--- config.mk ---
export PLATFORM = sky130hd
export DESIGN_NAME = line_alarm_mon
export DESIGN_NICKNAME = d
export VERILOG_FILES = /design/src/rtl/hdb3_mon_pkg.sv /design/src/rtl/cv_detect.sv /design/src/rtl/zero_run.sv /design/src/rtl/quality_timer.sv /design/src/rtl/line_alarm_mon.sv
export SDC_FILE = /design/constraint.sdc
export NUM_CORES = 1
export LEC_CHECK = 0
export ABC_CLOCK_PERIOD_IN_PS = 6700
export BUFFER_PORTS_ARGS = -buffer_cell sky130_fd_sc_hd__buf_2
export CAP_MARGIN = 20
export CORE_UTILIZATION = 38
export CTS_CLUSTER_SIZE = 14
export DETAILED_ROUTE_END_ITERATION = 10
export GPL_TIMING_DRIVEN = 1
export SLEW_MARGIN = 25
export SYNTH_ARGS = -nofsm -noshare
export SYNTH_HDL_FRONTEND = slang
export SYNTH_HIERARCHICAL = 1
export SYNTH_SLANG_ARGS = --single-unit
--- constraint.sdc ---
create_clock -name clk -period 6.7 [get_ports clk]
set_clock_uncertainty 0.15 [all_clocks]
set_input_delay 0.335 -clock clk [delete_from_list [all_inputs] [get_ports clk]]
set_output_delay 0.335 -clock clk [all_outputs]
set_load 0.01 [all_outputs]
--- src/rtl/hdb3_mon_pkg.sv ---
package hdb3_mon_pkg;

    // Rail pair decoded as one symbol: {neg, pos}
    typedef enum logic [1:0] {
        SYM_ZERO = 2'b00,
        SYM_POS  = 2'b01,
        SYM_NEG  = 2'b10,
        SYM_BOTH = 2'b11
    } sym_e;

    // Tracking state of the violation detector
    typedef struct packed {
        logic       seen;   // a mark has arrived since reset
        logic       pol;    // polarity of last mark, 1 = negative
        logic       vseen;  // a same-polarity mark has arrived since reset
        logic       vpol;   // polarity of last same-polarity mark
        logic [1:0] zrun;   // zeros since last mark, saturating at 3
    } cv_state_t;

    localparam int unsigned FAST_RATE_BPS = 34_368_000;
    localparam int unsigned SLOW_RATE_BPS = 8_448_000;
    localparam int unsigned FAST_INTERVAL = FAST_RATE_BPS * 10;
    localparam int unsigned SLOW_INTERVAL = SLOW_RATE_BPS * 40;

    function automatic sym_e sym_of(input logic p, input logic n);
        return sym_e'({n, p});
    endfunction

    // Violations allowed for a 1e-6 error rate over len bits
    function automatic int unsigned thresh_of(input int unsigned len);
        return len / 1_000_000;
    endfunction

endpackage

--- src/rtl/cv_detect.sv ---
module cv_detect
    import hdb3_mon_pkg::*;
(
    input  logic clk,
    input  logic rst,
    input  sym_e sym,
    input  logic bypass,
    output logic err_now,
    output logic cv_pulse
);

    cv_state_t st_q, st_d;
    logic      err;
    logic      pol;

    always_comb begin
        st_d = st_q;
        err  = 1'b0;
        pol  = (sym == SYM_NEG);
        case (sym)
            SYM_ZERO: begin
                if (st_q.zrun != 2'd3) st_d.zrun = st_q.zrun + 2'd1;
            end
            SYM_BOTH: begin
                err       = 1'b1;
                st_d.zrun = 2'd0;
            end
            default: begin
                if (st_q.seen && (pol == st_q.pol)) begin
                    if (st_q.zrun < 2'd2)
                        err = 1'b1;
                    else if (st_q.vseen && (st_q.vpol == pol))
                        err = 1'b1;
                    st_d.vseen = 1'b1;
                    st_d.vpol  = pol;
                end
                st_d.seen = 1'b1;
                st_d.pol  = pol;
                st_d.zrun = 2'd0;
            end
        endcase
    end

    assign err_now = err & ~bypass;

    always_ff @(posedge clk) begin
        if (rst) begin
            st_q     <= '0;
            cv_pulse <= 1'b0;
        end else begin
            st_q     <= st_d;
            cv_pulse <= err_now;
        end
    end


    both_rail_cv_chk: assert property (@(posedge clk) disable iff (rst)
        (sym == SYM_BOTH && !bypass) |=> cv_pulse);


    bypass_cv_chk: assert property (@(posedge clk) disable iff (rst)
        bypass |=> !cv_pulse);


    alternate_quiet_chk: assert property (@(posedge clk) disable iff (rst)
        (st_q.seen && (sym == SYM_POS || sym == SYM_NEG) && (pol != st_q.pol))
        |=> !cv_pulse);

endmodule

--- src/rtl/zero_run.sv ---
module zero_run #(
    parameter int unsigned RUN_LEN = 24
) (
    input  logic clk,
    input  logic rst,
    input  logic is_zero,
    output logic los_n
);

    localparam int unsigned CW = $clog2(RUN_LEN + 1);

    logic [CW-1:0] cnt;

    always_ff @(posedge clk) begin
        if (rst) begin
            cnt   <= '0;
            los_n <= 1'b1;
        end else if (!is_zero) begin
            cnt   <= '0;
            los_n <= 1'b1;
        end else begin
            if (cnt != CW'(RUN_LEN)) cnt <= cnt + 1'b1;
            if (cnt >= CW'(RUN_LEN - 1)) los_n <= 1'b0;
        end
    end


    mark_clears_los_chk: assert property (@(posedge clk) disable iff (rst)
        !is_zero |=> los_n);


    los_needs_zero_chk: assert property (@(posedge clk) disable iff (rst)
        $fell(los_n) |-> $past(is_zero));

endmodule

--- src/rtl/quality_timer.sv ---
module quality_timer #(
    parameter int unsigned INTERVAL_LEN = 64,
    parameter int unsigned ERR_THRESH   = 3
) (
    input  logic clk,
    input  logic rst,
    input  logic err_now,
    input  logic bypass,
    output logic lq_bad
);

    localparam int unsigned TW  = $clog2(INTERVAL_LEN + 1);
    localparam int unsigned SAT = ERR_THRESH + 1;
    localparam int unsigned VW  = $clog2(SAT + 1);

    logic [TW-1:0] tcnt;
    logic [VW-1:0] vcnt, vnext;
    logic          last_bit;

    assign last_bit = (tcnt == TW'(INTERVAL_LEN - 1));
    assign vnext    = (err_now && vcnt != VW'(SAT)) ? vcnt + 1'b1 : vcnt;

    always_ff @(posedge clk) begin
        if (rst) begin
            tcnt   <= '0;
            vcnt   <= '0;
            lq_bad <= 1'b0;
        end else begin
            if (last_bit) begin
                tcnt   <= '0;
                vcnt   <= '0;
                lq_bad <= !bypass && (vnext > VW'(ERR_THRESH));
            end else begin
                tcnt <= tcnt + 1'b1;
                vcnt <= vnext;
                if (bypass) lq_bad <= 1'b0;
            end
        end
    end


    count_sat_chk: assert property (@(posedge clk) disable iff (rst)
        vcnt <= VW'(SAT));


    lq_hold_chk: assert property (@(posedge clk) disable iff (rst)
        (!last_bit && !bypass) |=> $stable(lq_bad));


    bypass_lq_chk: assert property (@(posedge clk) disable iff (rst)
        bypass |=> !lq_bad);

endmodule

--- src/rtl/line_alarm_mon.sv ---
module line_alarm_mon
    import hdb3_mon_pkg::*;
#(
    parameter bit          SLOW_RATE    = 1'b0,
    parameter int unsigned LOS_RUN      = 24,
    parameter int unsigned INTERVAL_LEN = SLOW_RATE ? SLOW_INTERVAL : FAST_INTERVAL,
    parameter int unsigned ERR_THRESH   = thresh_of(INTERVAL_LEN)
) (
    input  logic clk,
    input  logic rst,
    input  logic rx_pos,
    input  logic rx_neg,
    input  logic bypass,
    output logic cv_pulse,
    output logic los_n,
    output logic lq_bad
);

    sym_e sym;
    logic err_now;

    assign sym = sym_of(rx_pos, rx_neg);

    cv_detect u_cv (
        .clk      (clk),
        .rst      (rst),
        .sym      (sym),
        .bypass   (bypass),
        .err_now  (err_now),
        .cv_pulse (cv_pulse)
    );

    zero_run #(.RUN_LEN(LOS_RUN)) u_zr (
        .clk     (clk),
        .rst     (rst),
        .is_zero (sym == SYM_ZERO),
        .los_n   (los_n)
    );

    quality_timer #(
        .INTERVAL_LEN (INTERVAL_LEN),
        .ERR_THRESH   (ERR_THRESH)
    ) u_qt (
        .clk     (clk),
        .rst     (rst),
        .err_now (err_now),
        .bypass  (bypass),
        .lq_bad  (lq_bad)
    );


    reset_state_chk: assert property (@(posedge clk)
        rst |=> (!cv_pulse && los_n && !lq_bad));

endmodule

==> flow_summary.json, run 1 <==
{
  "antenna_left": 0,
  "grt_max_degree": 32,
  "hp-class": "in2reg",
  "setup_viol": 0,
  "antenna_found_initial": 0,
  "cts_tree": "yes",
  "timing_hold_violations_final": 0,
  "syn_area_um2": 2700,
  "vias": 2101,
  "startpoint_type": "input port",
  "rows": 30,
  "internal_power_mw": 0.410,
  "io_buffers": 7,
  "synthTopCellsByArea": "dfxtp_1 39%, nor2_1 6.1%, xnor2_1 5.2%",
  "fin_crit_ns": 2.79,
  "fin_area_um2": 2900,
  "switching_share_pct": 23.4,
  "clock-sinks": 52,
  "cts_buffer_depth": 2,
  "postPlaceCellArea_um2": 2810,
  "yosys.area.top_type": "dfxtp_1",
  "synth_edf_count": 0,
  "required_ns": 6.80,
  "cp.depth": 10,
  "cpPeakStageDelay_ns": 0.51,
  "grt_pass1_vias": 1880,
  "placeableCoreArea_um2": 6830,
  "whs_path_depth": 3,
  "setup-tns-final_ns": 0,
  "crit_type": "in2reg",
  "grt_usage_pct": 14.7,
  "rsz0062_at_grt": "no",
  "ctsResizeCount": 0,
  "drc_errors": 0,
  "maxSlewHeadroom_pct": 57.9,
  "r2r.worst_path.cells": 7,
  "start_util_pct": 39.5,
  "synth_cell_type_count": 51,
  "viasPerCell": 5.16,
  "max-cap-violations": 0,
  "cpMostUsedCell": "nand3_1",
  "yosysWarnings": 6,
  "postSynth.asyncResetShare_pct": 0,
  "drtIter0Drc": 108,
  "switchingPower_mw": 0.126,
  "syn_nets": 318,
  "wl_um": 4900,
  "routedWlPerCell_um": 12.0,
  "grt_pass1_wl_um": 8650,
  "die_area_um2": 7440,
  "postCtsSetupBuffers": 0,
  "ys.flop_type": "dfxtp_1",
  "syn_area_per_cell_um2": 8.87,
  "hpwl_um": 3480,
  "outcome": "complete, no violations",
  "slew_violations": 0,
  "powerDensity_nw_per_um2": 185,
  "drive_gt1_share_pct": 9.00,
  "die_h_um": 86.2,
  "gp_congestion": 0.790,
  "critPathCaptureType": "flip-flop",
  "cts_buffers": 5,
  "crit_slowest_cell": "or4_4",
  "die_w_um": 86.2,
  "antenna_cells": 0,
  "syn2layout_area_growth_pct": 7.56,
  "clkTransAtPathRegs_ns": 0.09,
  "cp_max_fo": 6,
  "fillCellCount": 700,
  "yosys_register_bits": 52,
  "cp_num_buf_inv": 2,
  "ir_worst_vdd_v": 0.0000874,
  "dr.pass1.iters": 4,
  "gr-total-overflow": 0,
  "postLayoutCoreUtil_pct": 42.5,
  "ios": 8,
  "combPwrFrac_pct": 5.4,
  "clockPowerShare_pct": 34.9,
  "power_mw": 0.536,
  "fmax_ghz": 0.358,
  "synth_cells": 304,
  "ys_seq_area_share_pct": 38.6,
  "tightest_slew_ns": 0.629,
  "ctsHoldBuffers": 0,
  "path_cells": "buf_2, inv_1, ha_1, xnor2_1, or4b_1, nand3_1, nand3_1, or4_4, a2111o_1, o21ai_2",
  "clock_latency_ns": 0.31,
  "power_frac_seq_pct": 59.7,
  "power_leakage_nw": 1.01,
  "critical_path.top_delay_family": "simple AND/OR/NAND/NOR gates",
  "worstPathArrival_ns": 2.89,
  "root_buffer": "clkbuf_8",
  "htreeDepth": 2,
  "period_share_pct": 41.7,
  "fin_nets": 324,
  "synth_top_area_share_pct": 38.6
}
[per-layer routing]
| metal | vias up | share of wire [%] | GRT usage [%] |
|---|---|---|---|
| li1 | 1090 | - | - |
| met1 | 981 | 50 | 19.5 |
| met2 | 24 | 45 | 23.4 |
| met3 | 6 | 3.0 | 3.43 |
| met4 | 0 | 1.6 | 5.45 |
| met5 | - | 0 | 0 |
[path summary, 6_finish.rpt]
kind                                   start           end  slack (ns)
worst min-delay path                  bypass   u_qt/lq_bad        0.19
worst min register to register  u_qt/tcnt[0]  u_qt/tcnt[0]        0.32
worst max register to register  u_cv/st_q[4]   u_qt/lq_bad        4.02
worst max-delay path                  rx_pos   u_qt/lq_bad        3.91
[cell usage after synthesis, drive strengths merged (2+ instances only)]
cell type / count
a21oi: 9
nand2: 17
nor3: 9
a41oi: 3
or3b: 5
and2: 4
or4b: 3
nand2b: 5
xor2: 15
inv: 9
nor2b: 2
a31oi: 4
or4: 5
nand4: 9
buf: 8
xnor2: 16
nand4b: 2
a211oi: 2
dfxtp: 52
o21ai: 8
nor2: 44
ha: 9
nor4: 2
or3: 2
mux2i: 6
and3: 10
and4: 3
nand3b: 5
nand3: 25
[area by class of cell]
type,count,area (um^2),share of cell area [%]
flip-flops and latches,52,1040,35.9
repair buffers,8,42.5,1.47
multi-input cells,234,1570,54.1
clock inverters,1,7.51,0.259
well taps,96,120,4.14
inverters,9,33.8,1.16
clock buffers,7,86.3,2.98
[tightest hold or removal path, stage by stage]
cell and delay [ns]:
buf_2 0.12, a2111o_1 0.12, o21ai_2 0.04
[state kept, by name, indices dropped and copies added, names as in the netlist]
name           cells
u_cv/st_q          6
u_qt/vcnt          9
u_zr/cnt           5
u_qt/tcnt         29
u_cv/cv_pulse      1
u_qt/lq_bad        1
u_zr/los_n         1
[placed cells by master, fill, tap and decap left out, types with 7 or more instances in the layout]
cell type / n
nand2_1: 17
o21ai_0: 7
nand3_1: 23
a21oi_1: 9
nor3_1: 8
xnor2_1: 16
xor2_1: 15
ha_1: 9
buf_2: 7
nand4_1: 7
inv_1: 9
nor2_1: 44
dfxtp_1: 52
and3_1: 8
[per-stage QoR]
step | hold slack [ns] | instances | setup slack (ns)
floorplan | 0.254 | 304 | 3.90
global route | 0.204 | 407 | 3.79
global placement | 0.295 | 399 | 3.68
detailed placement | 0.302 | 399 | 3.56
CTS | 0.186 | 407 | 3.92
finish | 0.193 | 407 | 3.91
[power by group through the flow]
stage	clock, mW	combinational (mW)	sequential (mW)
6_report	0.187	0.0289	0.320
5_1_grt	0.206	0.0330	0.321
4_1_cts	0.195	0.0297	0.320
3_5_place_dp	0	0.0296	0.327
3_3_place_gp	0	0.0288	0.327
2_1_floorplan	0	0.0227	0.326
[cells by family after synthesis]
family / synth area share (%)
DFF: 38.6
AOI/OAI and AO/OA: 7.70
muxes: 2.23
and+or+nand+nor: 34.0
buffers and inverters: 3.20
adders and majority gates: 4.18
xor gates and xnor gates: 10.1
(Power assumes the default switching activity.)
==> run 2: changes to the inputs <==
--- a/config.mk
+++ b/config.mk
@@ -5,7 +5,7 @@
 export SDC_FILE = /design/constraint.sdc
 export NUM_CORES = 1
 export LEC_CHECK = 0
-export ABC_CLOCK_PERIOD_IN_PS = 6700
+export ABC_CLOCK_PERIOD_IN_PS = 2700
 export BUFFER_PORTS_ARGS = -buffer_cell sky130_fd_sc_hd__buf_2
 export CAP_MARGIN = 20
 export CORE_UTILIZATION = 38
==> constraint.sdc (replaced) <==
create_clock -name clk -period 2.7 [get_ports clk]
set_clock_uncertainty 0.15 [all_clocks]
set_input_delay 0.135 -clock clk [delete_from_list [all_inputs] [get_ports clk]]
set_output_delay 0.135 -clock clk [all_outputs]
set_load 0.01 [all_outputs]
==> flow_summary.json, run 2 (synthesis gave the netlist of run 1 again) <==
{
  "power_mw": 1.40,
  "power_frac_seq_pct": 56.7,
  "fin_nets": 333,
  "cts_buffers": 5,
  "globalRouteMet1Util_pct": 19.9,
  "grt_pass1_vias": 1998,
  "clock_latency_ns": 0.30,
  "layout.area.seq_um2": 1040,
  "rows": 30,
  "required_ns": 2.75,
  "antenna_found_initial": 0,
  "hpwl_um": 3580,
  "cpPeakStageDelay_ns": 0.48,
  "layout_setup_ws_ns": 0.200,
  "setup_viol": 0,
  "vias": 2169,
  "antenna_cells": 0,
  "regToRegStartpoint": "u_cv/st_q[4]",
  "switchingPower_mw": 0.309,
  "die_w_um": 86.2,
  "hold_start": "bypass",
  "slew_violations": 0,
  "dr.pass1.iters": 4,
  "root_buffer": "clkbuf_8",
  "grtUsageMet2_pct": 24.4,
  "wl_um": 5080,
  "period_share_pct": 92.6,
  "mostFrequentLayoutCell": "dfxtp_1",
  "die_h_um": 86.2,
  "crit_slowest_cell": "or4b_1",
  "ir_worst_vdd_v": 0.000235,
  "largest_reg_flops": 29,
  "internal_power_mw": 1.09,
  "die_area_um2": 7440,
  "critPathCaptureType": "flip-flop",
  "post-place-ws_ns": 0.0466,
  "critPathLaunch": "u_cv/st_q[4]",
  "clockPowerShare_pct": 37.5,
  "htreeDepth": 2,
  "top_register": "u_qt/tcnt",
  "placeableCoreArea_um2": 6830,
  "powerDensity_nw_per_um2": 470,
  "fin_crit_ns": 2.50,
  "maxSlewHeadroom_pct": 63.9,
  "ctsResizeCount": 0,
  "hold_ws_ns": 0.0232,
  "path_cells": "xnor2_1, or4b_1, nand3_1, buf_4, nand4_1, a211oi_1, a21oi_1, a41oi_1, o21ai_2",
  "cts_buffer_depth": 2,
  "drc_errors": 0,
  "timing_hold_violations_final": 0,
  "final_cell_mix": "52 x dfxtp_1, 44 x nor2_1, 23 x nand3_1",
  "ios": 8,
  "clkTransAtPathRegs_ns": 0.09,
  "startpoint_type": "flip-flop",
  "syn2layout_area_growth_pct": 10.6,
  "fmax_ghz": 0.400,
  "grt_util_met3_pct": 2.86,
  "switching_share_pct": 22.0,
  "drive_gt1_share_pct": 11.6,
  "hp-class": "in2reg",
  "io_buffers": 7,
  "power_leakage_nw": 1.07,
  "cts_tree": "yes",
  "grt_usage_pct": 15.0,
  "worstPathArrival_ns": 2.55,
  "antenna_left": 0,
  "largestRegisters": "u_qt/tcnt: 29 flops, u_qt/vcnt: 9 flops, u_cv/st_q: 6 flops",
  "max-cap-violations": 0,
  "viasPerCell": 5.21,
  "fillCellCount": 703,
  "ctsHoldBuffers": 0,
  "postCtsSetupBuffers": 0,
  "postLayoutCoreUtil_pct": 43.6,
  "gr-total-overflow": 0,
  "outcome": "complete, no violations",
  "grt_max_degree": 30,
  "combPwrFrac_pct": 5.8,
  "crit_type": "reg2reg",
  "gp_congestion": 0.806,
  "routedWlPerCell_um": 12.2,
  "cp_max_fo": 8,
  "setup-tns-final_ns": 0,
  "start_util_pct": 39.5,
  "clock-sinks": 52,
  "multi_input_area_um2": 1570,
  "tightest_slew_ns": 0.538,
  "rsz0062_at_grt": "no",
  "busiest_layer": "met2",
  "grt_pass1_wl_um": 8960,
  "drtIter0Drc": 155
}
[run 2: final cells by class]
class	count	area share (%)
sequential	52	34.9
multi-input combinational	234	52.6
timing repair buffer	17	3.69
inverter	9	1.13
tap	96	4.03
clock buffer	6	2.43
clock inverter	2	1.17
[run 2: power by group through the flow]
stage / sequential (mW) / combinational (mW) / clock (mW)
global route: 0.797 / 0.0926 / 0.578
floorplan: 0.809 / 0.0563 / 0
finish: 0.794 / 0.0809 / 0.525
CTS: 0.794 / 0.0819 / 0.545
global placement: 0.812 / 0.0803 / 0
detailed placement: 0.812 / 0.0816 / 0
[run 2: worst max-delay path: cells and delay by family, from the launching register on]
| kind | cells | cell delay, ns |
|---|---|---|
| buf+inv | 1 | 0.15 |
| flops | 1 | 0.34 |
| compound gates | 4 | 0.69 |
| simple gates | 3 | 0.88 |
| xor+xnor | 1 | 0.19 |
[run 2: final timing paths]
kind / endpoint / cells after the start / slack (ns)
setup reg to reg: u_qt/lq_bad / 9 / 0.20
hold reg to reg: u_qt/tcnt[0] / 1 / 0.34
hold / removal: u_qt/lq_bad / 3 / 0.02
setup / recovery: u_qt/lq_bad / 9 / 0.20
[run 2: routing by layer]
| layer | up-vias | routed length (um) |
|---|---|---|
| met4 | 0 | 70 |
| met3 | 5 | 86 |
| met2 | 12 | 2340 |
| met1 | 1038 | 2580 |
| met5 | - | 0 |
| li1 | 1114 | - |
[run 2: stage by stage]
| step | instance area, um^2 | std cells |
|---|---|---|
| 3_3_place_gp | 2870 | 408 |
| 5_1_grt | 2980 | 416 |
| 6_report | 2980 | 416 |
| 3_5_place_dp | 2870 | 408 |
| 2_1_floorplan | 2700 | 304 |
| 4_1_cts | 2980 | 416 |
